[src/rtl/trap_pkg.sv]
package trap_pkg;
  localparam int CODE_W = 3;
  localparam int STAT_W = 3;

  typedef enum logic [CODE_W-1:0] {
    TC_RESET = 3'd0, TC_BKPT = 3'd1, TC_IBUS  = 3'd2, TC_WATCH = 3'd3,
    TC_DBUS  = 3'd4, TC_DIVZ = 3'd5, TC_IRQ   = 3'd6, TC_SCALL = 3'd7
  } trap_code_e;

  typedef enum logic [1:0] { CLS_NONE, CLS_NORMAL, CLS_DEBUG } trap_class_e;

  // Handler address: aligned base plus code scaled to the slot size.
  function automatic logic [63:0] slot_addr(input logic [63:0] base,
                                            input logic [CODE_W-1:0] code,
                                            input int align_bits,
                                            input int slot_shift);
    logic [63:0] mask;
    mask = ~((64'd1 << align_bits) - 64'd1);
    return (base & mask) + (64'(code) << slot_shift);
  endfunction
endpackage

[src/rtl/trap_classify.sv]
module trap_classify
  import trap_pkg::*;
(
  input  logic              req,
  input  logic [CODE_W-1:0] code,
  output trap_class_e       cls
);
  always_comb begin
    cls = CLS_NONE;
    if (req) begin
      unique case (trap_code_e'(code))
        TC_BKPT, TC_WATCH:                    cls = CLS_DEBUG;
        TC_IBUS, TC_DBUS, TC_DIVZ, TC_IRQ,
        TC_SCALL:                             cls = CLS_NORMAL;
        default:                              cls = CLS_NONE;
      endcase
    end
  end
endmodule

[src/rtl/trap_vector.sv]
module trap_vector
  import trap_pkg::*;
#(
  parameter int XLEN       = 32,
  parameter int ALIGN_BITS = 8,
  parameter int SLOT_SHIFT = 5
) (
  input  logic [XLEN-1:0]   exc_base,
  input  logic [XLEN-1:0]   dbg_base,
  input  logic              remap,
  input  logic              is_dbg,
  input  logic [CODE_W-1:0] code,
  output logic              use_dbg_base,
  output logic [XLEN-1:0]   target
);
  logic [63:0] wide;

  assign use_dbg_base = is_dbg | remap;
  assign wide   = slot_addr(64'(use_dbg_base ? dbg_base : exc_base), code,
                            ALIGN_BITS, SLOT_SHIFT);
  assign target = wide[XLEN-1:0];
endmodule

[src/rtl/trap_status.sv]
module trap_status
  import trap_pkg::*;
(
  input  logic              clk,
  input  logic              rst_n,
  input  logic              enter_norm,
  input  logic              enter_dbg,
  input  logic              ret_norm,
  input  logic              ret_dbg,
  input  logic              wr_en,
  input  logic [STAT_W-1:0] wr_data,
  output logic [STAT_W-1:0] stat
);
  logic ie_q, eie_q, bie_q;

  always_ff @(posedge clk) begin
    if (!rst_n) begin
      ie_q <= 1'b0; eie_q <= 1'b0; bie_q <= 1'b0;
    end else if (enter_norm) begin
      eie_q <= eie_q | ie_q;
      ie_q  <= 1'b0;
    end else if (enter_dbg) begin
      bie_q <= bie_q | ie_q;
      ie_q  <= 1'b0;
    end else if (ret_norm) begin
      ie_q <= eie_q;
    end else if (ret_dbg) begin
      ie_q <= bie_q;
    end else if (wr_en) begin
      {bie_q, eie_q, ie_q} <= wr_data;
    end
  end

  assign stat = {bie_q, eie_q, ie_q};

  assert_entry_clears_ie_R4: assert property (@(posedge clk) disable iff (!rst_n)
    (enter_norm || enter_dbg) |=> !stat[0]);
  assert_norm_saves_ie_R4: assert property (@(posedge clk) disable iff (!rst_n)
    enter_norm |=> (stat[1] == ($past(stat[1]) | $past(stat[0]))) && $stable(stat[2]));
  assert_dbg_saves_ie_R4: assert property (@(posedge clk) disable iff (!rst_n)
    enter_dbg |=> (stat[2] == ($past(stat[2]) | $past(stat[0]))) && $stable(stat[1]));
  assert_eret_restores_R8: assert property (@(posedge clk) disable iff (!rst_n)
    ret_norm |=> (stat[0] == $past(stat[1])) && $stable(stat[2:1]));
  assert_bret_restores_R9: assert property (@(posedge clk) disable iff (!rst_n)
    ret_dbg |=> (stat[0] == $past(stat[2])) && $stable(stat[2:1]));
endmodule

[src/rtl/trap_entry_ctrl.sv]
module trap_entry_ctrl
  import trap_pkg::*;
#(
  parameter int XLEN       = 32,
  parameter int ALIGN_BITS = 8,
  parameter int SLOT_SHIFT = 5
) (
  input  logic              clk,
  input  logic              rst_n,
  input  logic              exc_valid,
  input  logic [2:0]        exc_code,
  input  logic [XLEN-1:0]   exc_pc,
  input  logic              eret_valid,
  input  logic              bret_valid,
  input  logic [XLEN-1:0]   ea_value,
  input  logic [XLEN-1:0]   ba_value,
  input  logic [XLEN-1:0]   exc_base,
  input  logic [XLEN-1:0]   dbg_base,
  input  logic              remap_en,
  input  logic              stat_we,
  input  logic [2:0]        stat_wdata,
  output logic              redir_valid,
  output logic [XLEN-1:0]   redir_pc,
  output logic              wb_valid,
  output logic              wb_is_dbg,
  output logic [XLEN-1:0]   wb_data,
  output logic              bad_code,
  output logic [2:0]        status
);
  localparam logic [XLEN-1:0] ALIGN_MASK = XLEN'((64'd1 << ALIGN_BITS) - 64'd1);

  trap_class_e     cls;
  logic            take_norm, take_dbg, take_bad, take_eret, take_bret, take_wr;
  logic            use_dbg_base;
  logic [XLEN-1:0] vec_target;

  trap_classify u_cls (.req(exc_valid), .code(exc_code), .cls(cls));

  trap_vector #(.XLEN(XLEN), .ALIGN_BITS(ALIGN_BITS), .SLOT_SHIFT(SLOT_SHIFT)) u_vec (
    .exc_base(exc_base), .dbg_base(dbg_base), .remap(remap_en),
    .is_dbg(cls == CLS_DEBUG), .code(exc_code),
    .use_dbg_base(use_dbg_base), .target(vec_target)
  );

  // Request arbitration: exception > normal return > debug return > write.
  assign take_norm = (cls == CLS_NORMAL);
  assign take_dbg  = (cls == CLS_DEBUG);
  assign take_bad  = exc_valid && (cls == CLS_NONE);
  assign take_eret = !exc_valid && eret_valid;
  assign take_bret = !exc_valid && !eret_valid && bret_valid;
  assign take_wr   = !exc_valid && !eret_valid && !bret_valid && stat_we;

  trap_status u_stat (
    .clk(clk), .rst_n(rst_n),
    .enter_norm(take_norm), .enter_dbg(take_dbg),
    .ret_norm(take_eret), .ret_dbg(take_bret),
    .wr_en(take_wr), .wr_data(stat_wdata), .stat(status)
  );

  always_ff @(posedge clk) begin
    if (!rst_n) begin
      redir_valid <= 1'b0; redir_pc <= '0;
      wb_valid    <= 1'b0; wb_is_dbg <= 1'b0; wb_data <= '0;
      bad_code    <= 1'b0;
    end else begin
      redir_valid <= take_norm | take_dbg | take_eret | take_bret;
      wb_valid    <= take_norm | take_dbg;
      wb_is_dbg   <= take_dbg;
      bad_code    <= take_bad;
      if (take_norm || take_dbg) begin
        redir_pc <= vec_target;
        wb_data  <= exc_pc;
      end else if (take_eret) begin
        redir_pc <= ea_value;
      end else if (take_bret) begin
        redir_pc <= ba_value;
      end
    end
  end

  assert_bad_no_redirect_R7: assert property (@(posedge clk) disable iff (!rst_n)
    take_bad |=> bad_code && !redir_valid && !wb_valid && $stable(status));
  assert_wb_with_redirect_R12: assert property (@(posedge clk) disable iff (!rst_n)
    wb_valid |-> redir_valid && !bad_code);
  assert_vector_aligned_R5: assert property (@(posedge clk) disable iff (!rst_n)
    (take_norm || take_dbg) |=> (redir_pc & ALIGN_MASK) == XLEN'(64'($past(exc_code)) << SLOT_SHIFT));
  assert_remap_base_R6: assert property (@(posedge clk) disable iff (!rst_n)
    (take_norm && remap_en) |-> use_dbg_base);
  assert_single_request_R10: assert property (@(posedge clk) disable iff (!rst_n)
    $onehot0({take_norm, take_dbg, take_bad, take_eret, take_bret, take_wr}));
  assert_pulse_R12: assert property (@(posedge clk) disable iff (!rst_n)
    (bad_code && !exc_valid) |=> !bad_code);
endmodule

[config.mk]
export PLATFORM = sky130hd
export DESIGN_NAME = trap_entry_ctrl
export DESIGN_NICKNAME = d
export VERILOG_FILES = /design/src/rtl/trap_pkg.sv /design/src/rtl/trap_classify.sv /design/src/rtl/trap_vector.sv /design/src/rtl/trap_status.sv /design/src/rtl/trap_entry_ctrl.sv
export SDC_FILE = /design/constraint.sdc
export NUM_CORES = 1
export LEC_CHECK = 0
export CAP_MARGIN = 20
export CORE_ASPECT_RATIO = 1.5
export CORE_UTILIZATION = 37
export DETAILED_ROUTE_END_ITERATION = 7
export GPL_TIMING_DRIVEN = 0
export PLACE_DENSITY_LB_ADDON = 0.2
export SKIP_LAST_GASP = 1
export SLEW_MARGIN = 10
export SYNTH_ARGS = -nofsm -noshare
export SYNTH_HDL_FRONTEND = slang
export SYNTH_SLANG_ARGS = --single-unit
export TNS_END_PERCENT = 10
[constraint.sdc]
create_clock -name clk -period 2.8 [get_ports clk]
set_input_delay 0.42 -clock clk [delete_from_list [all_inputs] [get_ports clk]]
set_output_delay 0.42 -clock clk [all_outputs]
set_load 0.03 [all_outputs]
==> out/qor.txt <==
Worst path max stage delay -> 0.44 ns
CP top delay family -> buffers and inverters
#FFs+latches synth -> 71
Worst path arrival time -> 2.79 ns
Die X -> 85.1 um
# rows -> 45
GPL Wtd Cong -> 0.860
Via Count -> 4269
Antenna-violating nets left -> 0
Overall Global Routing Usage -> 26.1%
Worst Path Max Fanout -> 10
Buf+Inv Stages, Crit Path -> 3
Initial antenna violation count -> 0
CTS Root Cell -> clkbuf_16
Worst Reg2Reg Path Length in Cells -> 3
Post-Syn Instances -> 423
Worst-path cell with the longest stage delay -> clkdlybuf4s50_1
Worst setup SP type -> input port
Area Growth Syn to Fin -> 72.0%
Synth top cells by count -> 71 x dfxtp_1, 47 x nor3_1, 38 x nor2b_1
Total Wirelength -> 14400 um
Syn nets -> 600
I/O Buffers -> 225
Register area share after synthesis -> 37.1%
CTS Buffer Depth -> 2
Outcome -> finished, final reports clean
Cell area after synthesis -> 3830 um2
IO Count -> 244
Detail Placement HPWL -> 11000 um
DR pass1 iterations -> 4
Register Area -> 1420 um2
Simple-Gate Fraction of Synth Area -> 20.3%
Final hold violation count -> 0
# nets final -> 836
Area of the multi-input gates -> 2080 um2
Synth Area in Adders -> 1.31%
Drt wl/cell -> 18.4 um
Number of global-route vias before repair -> 4234
Pwr Density -> 528 nW/um2
Fin crit share -> 89.4%
Worst Hold Depth -> 2
Mux cell area share after synthesis -> 8.36%
Ratio of cells with drive above 1 in the final layout -> 11.1%
Post-synth EDFFs -> 0
Max-slew violation count -> 0
Initial DRC count -> 214
Die height -> 127 um
Crit. End Element -> register
Slack of the critical path -> 0.296 ns
HP Class -> register to register
Largest family of logic cells by synthesized area -> compound AO/OA/AOI/OAI gates
Final Skew -> 0.000321 ns
Main flop type after synthesis -> dfxtp_1
Unrepaired setup endpoints after global routing -> no
Place WS -> -0.770 ns
Fillcell total -> 886
Cts hold-fix bufs -> 0
Post-synth ARST share -> 0%
First-pass GRT wire length -> 21600 um
Clock latency on the worst-skew pair -> 0.33 ns
Cell taking the most area after synthesis -> dfxtp_1
Critical Setup Path Class -> input port to register
CTS clk-pin slew, worst paths -> 0.06 ns
Largest net degree at the start of global routing -> 14
Overall power -> 3.48 mW
Cell Chain, Critical Path -> clkdlybuf4s50_1 -> nor2b_1 -> o21ai_0 -> ha_1 -> buf_2 -> nor2b_1 -> clkbuf_2 -> o21a_1 -> o221a_2
CTS buffer count -> 9
Synth top area cells -> dfxtp_1 37%, mux2i_1 8.4%, o41ai_2 6.8%
Starting Density -> 38.0%
Fmax -> 399 MHz
Synth Area in Compound Gates -> 24.2%
WP data required -> 3.08 ns
Min Tclk post-route -> 2.50 ns
H-tree depth -> 3
DR DRC count -> 0
Syn. warnings -> 0
Syn_area_per_cell -> 9.06 um2
Vias per cell -> 5.47
Die ar. -> 10800 um2
Netlist cell types -> 38
Grt ovf -> 0
Worst vdd ir -> 0.307 mV
Share of the synthesized area in the top cell type -> 37.1%
Most Frequent Cell on Critical Path -> nor2b_1
Tightest Pin Transition -> 0.548 ns
Final Setup Violations -> 0
CTS tree -> done
Clk sinks -> 71
Count leader, synth -> dfxtp_1
Slew margin rel. -> 63.4%
Ant. Diodes -> 0
Hold WS -> 0.472 ns
Synth Area in XOR/XNOR -> 0%
P_leak -> 2.68 nW
Final Util -> 65.4%
Crit path depth -> 9
Core area -> 10100 um2
MaxCap Viol Count -> 0
==> state kept, by name, summed over array words and instances, names as in the netlist <==
register,flops
bad_code,1
redir_pc,32
redir_valid,1
u_stat.bie_q,1
u_stat.eie_q,1
u_stat.ie_q,1
wb_data,32
wb_is_dbg,1
wb_valid,1
==> cells by family after synthesis <==
group,after synthesis
adders and majority gates,4
and+or+nand+nor,140
buffers and inverters,76
DFF,71
AOI/OAI and AO/OA,100
muxes,32
==> metrics by stage <==
step	setup TNS [ns]	cells	instance area, um2
global placement	-28.65	765	6230
global route	0	781	6590
detailed placement	-30.91	765	6230
finish	0	781	6590
floorplan	0	423	3830
CTS	0	781	6580
==> where the power goes <==
group / internal [mW] / switching (mW)
combinational: 0.530 / 0.526
clock: 0.809 / 0.460
sequential: 1.10 / 0.0499
==> per-layer routing <==
metal	wire (um)	global-route usage, %	vias up
met5	0	0	-
met4	587	13.3	0
met3	866	5.60	43
met2	7420	46.8	180
met1	5480	28.7	2023
li1	-	-	2023
==> layout make-up <==
| cell class | instances | share of cell area, % |
|---|---|---|
| repair buffers | 225 | 34.2 |
| multi-input cells | 276 | 31.5 |
| flip-flops and latches | 71 | 21.6 |
| plain buffers | 47 | 3.83 |
| clock buffers | 10 | 3.62 |
| well taps | 117 | 2.22 |
| inverters | 29 | 1.65 |
| clock inverters | 6 | 1.39 |
==> layout by cell type, fill, tap and decap left out, types with 5 or more instances in the layout <==
master,instances
clkdlybuf4s50_1,224
clkbuf_16,9
a211oi_1,5
nor2_1,7
nor2b_1,38
o41ai_1,7
o41ai_2,16
inv_1,29
dfxtp_1,71
nand3_1,25
mux2i_1,32
clkbuf_2,11
buf_2,14
o311a_1,24
clkbuf_1,13
o221a_2,5
nor3_1,47
nand2_1,7
o21ai_0,27
==> path summary, 6_finish.rpt <==
check | start | end | slack, ns
max | exc_code[1] | redir_pc[1]$_SDFFE_PN0P_ | 0.30
min reg2reg | redir_pc[9]$_SDFFE_PN0P_ | redir_pc[9]$_SDFFE_PN0P_ | 0.47
max reg2reg | u_stat.bie_q$_SDFFE_PN0P_ | u_stat.ie_q$_SDFFE_PP0P_ | 1.86
min | redir_pc[9]$_SDFFE_PN0P_ | redir_pc[9]$_SDFFE_PN0P_ | 0.47
==> worst min-delay path, delay by kind of cell, from the launching register on <==
family           cells  cell delay, ns
flip-flops           1            0.31
AO/OA/AOI/OAI        1            0.05
AND/OR/NAND/NOR      1            0.06
==> what timing repair did <==
action	in CTS	in global routing
buffers inserted	0	0
endpoints found under the setup margin	37	31
resized for setup	12	11
Note: power is estimated with default switching activity, not from simulation.
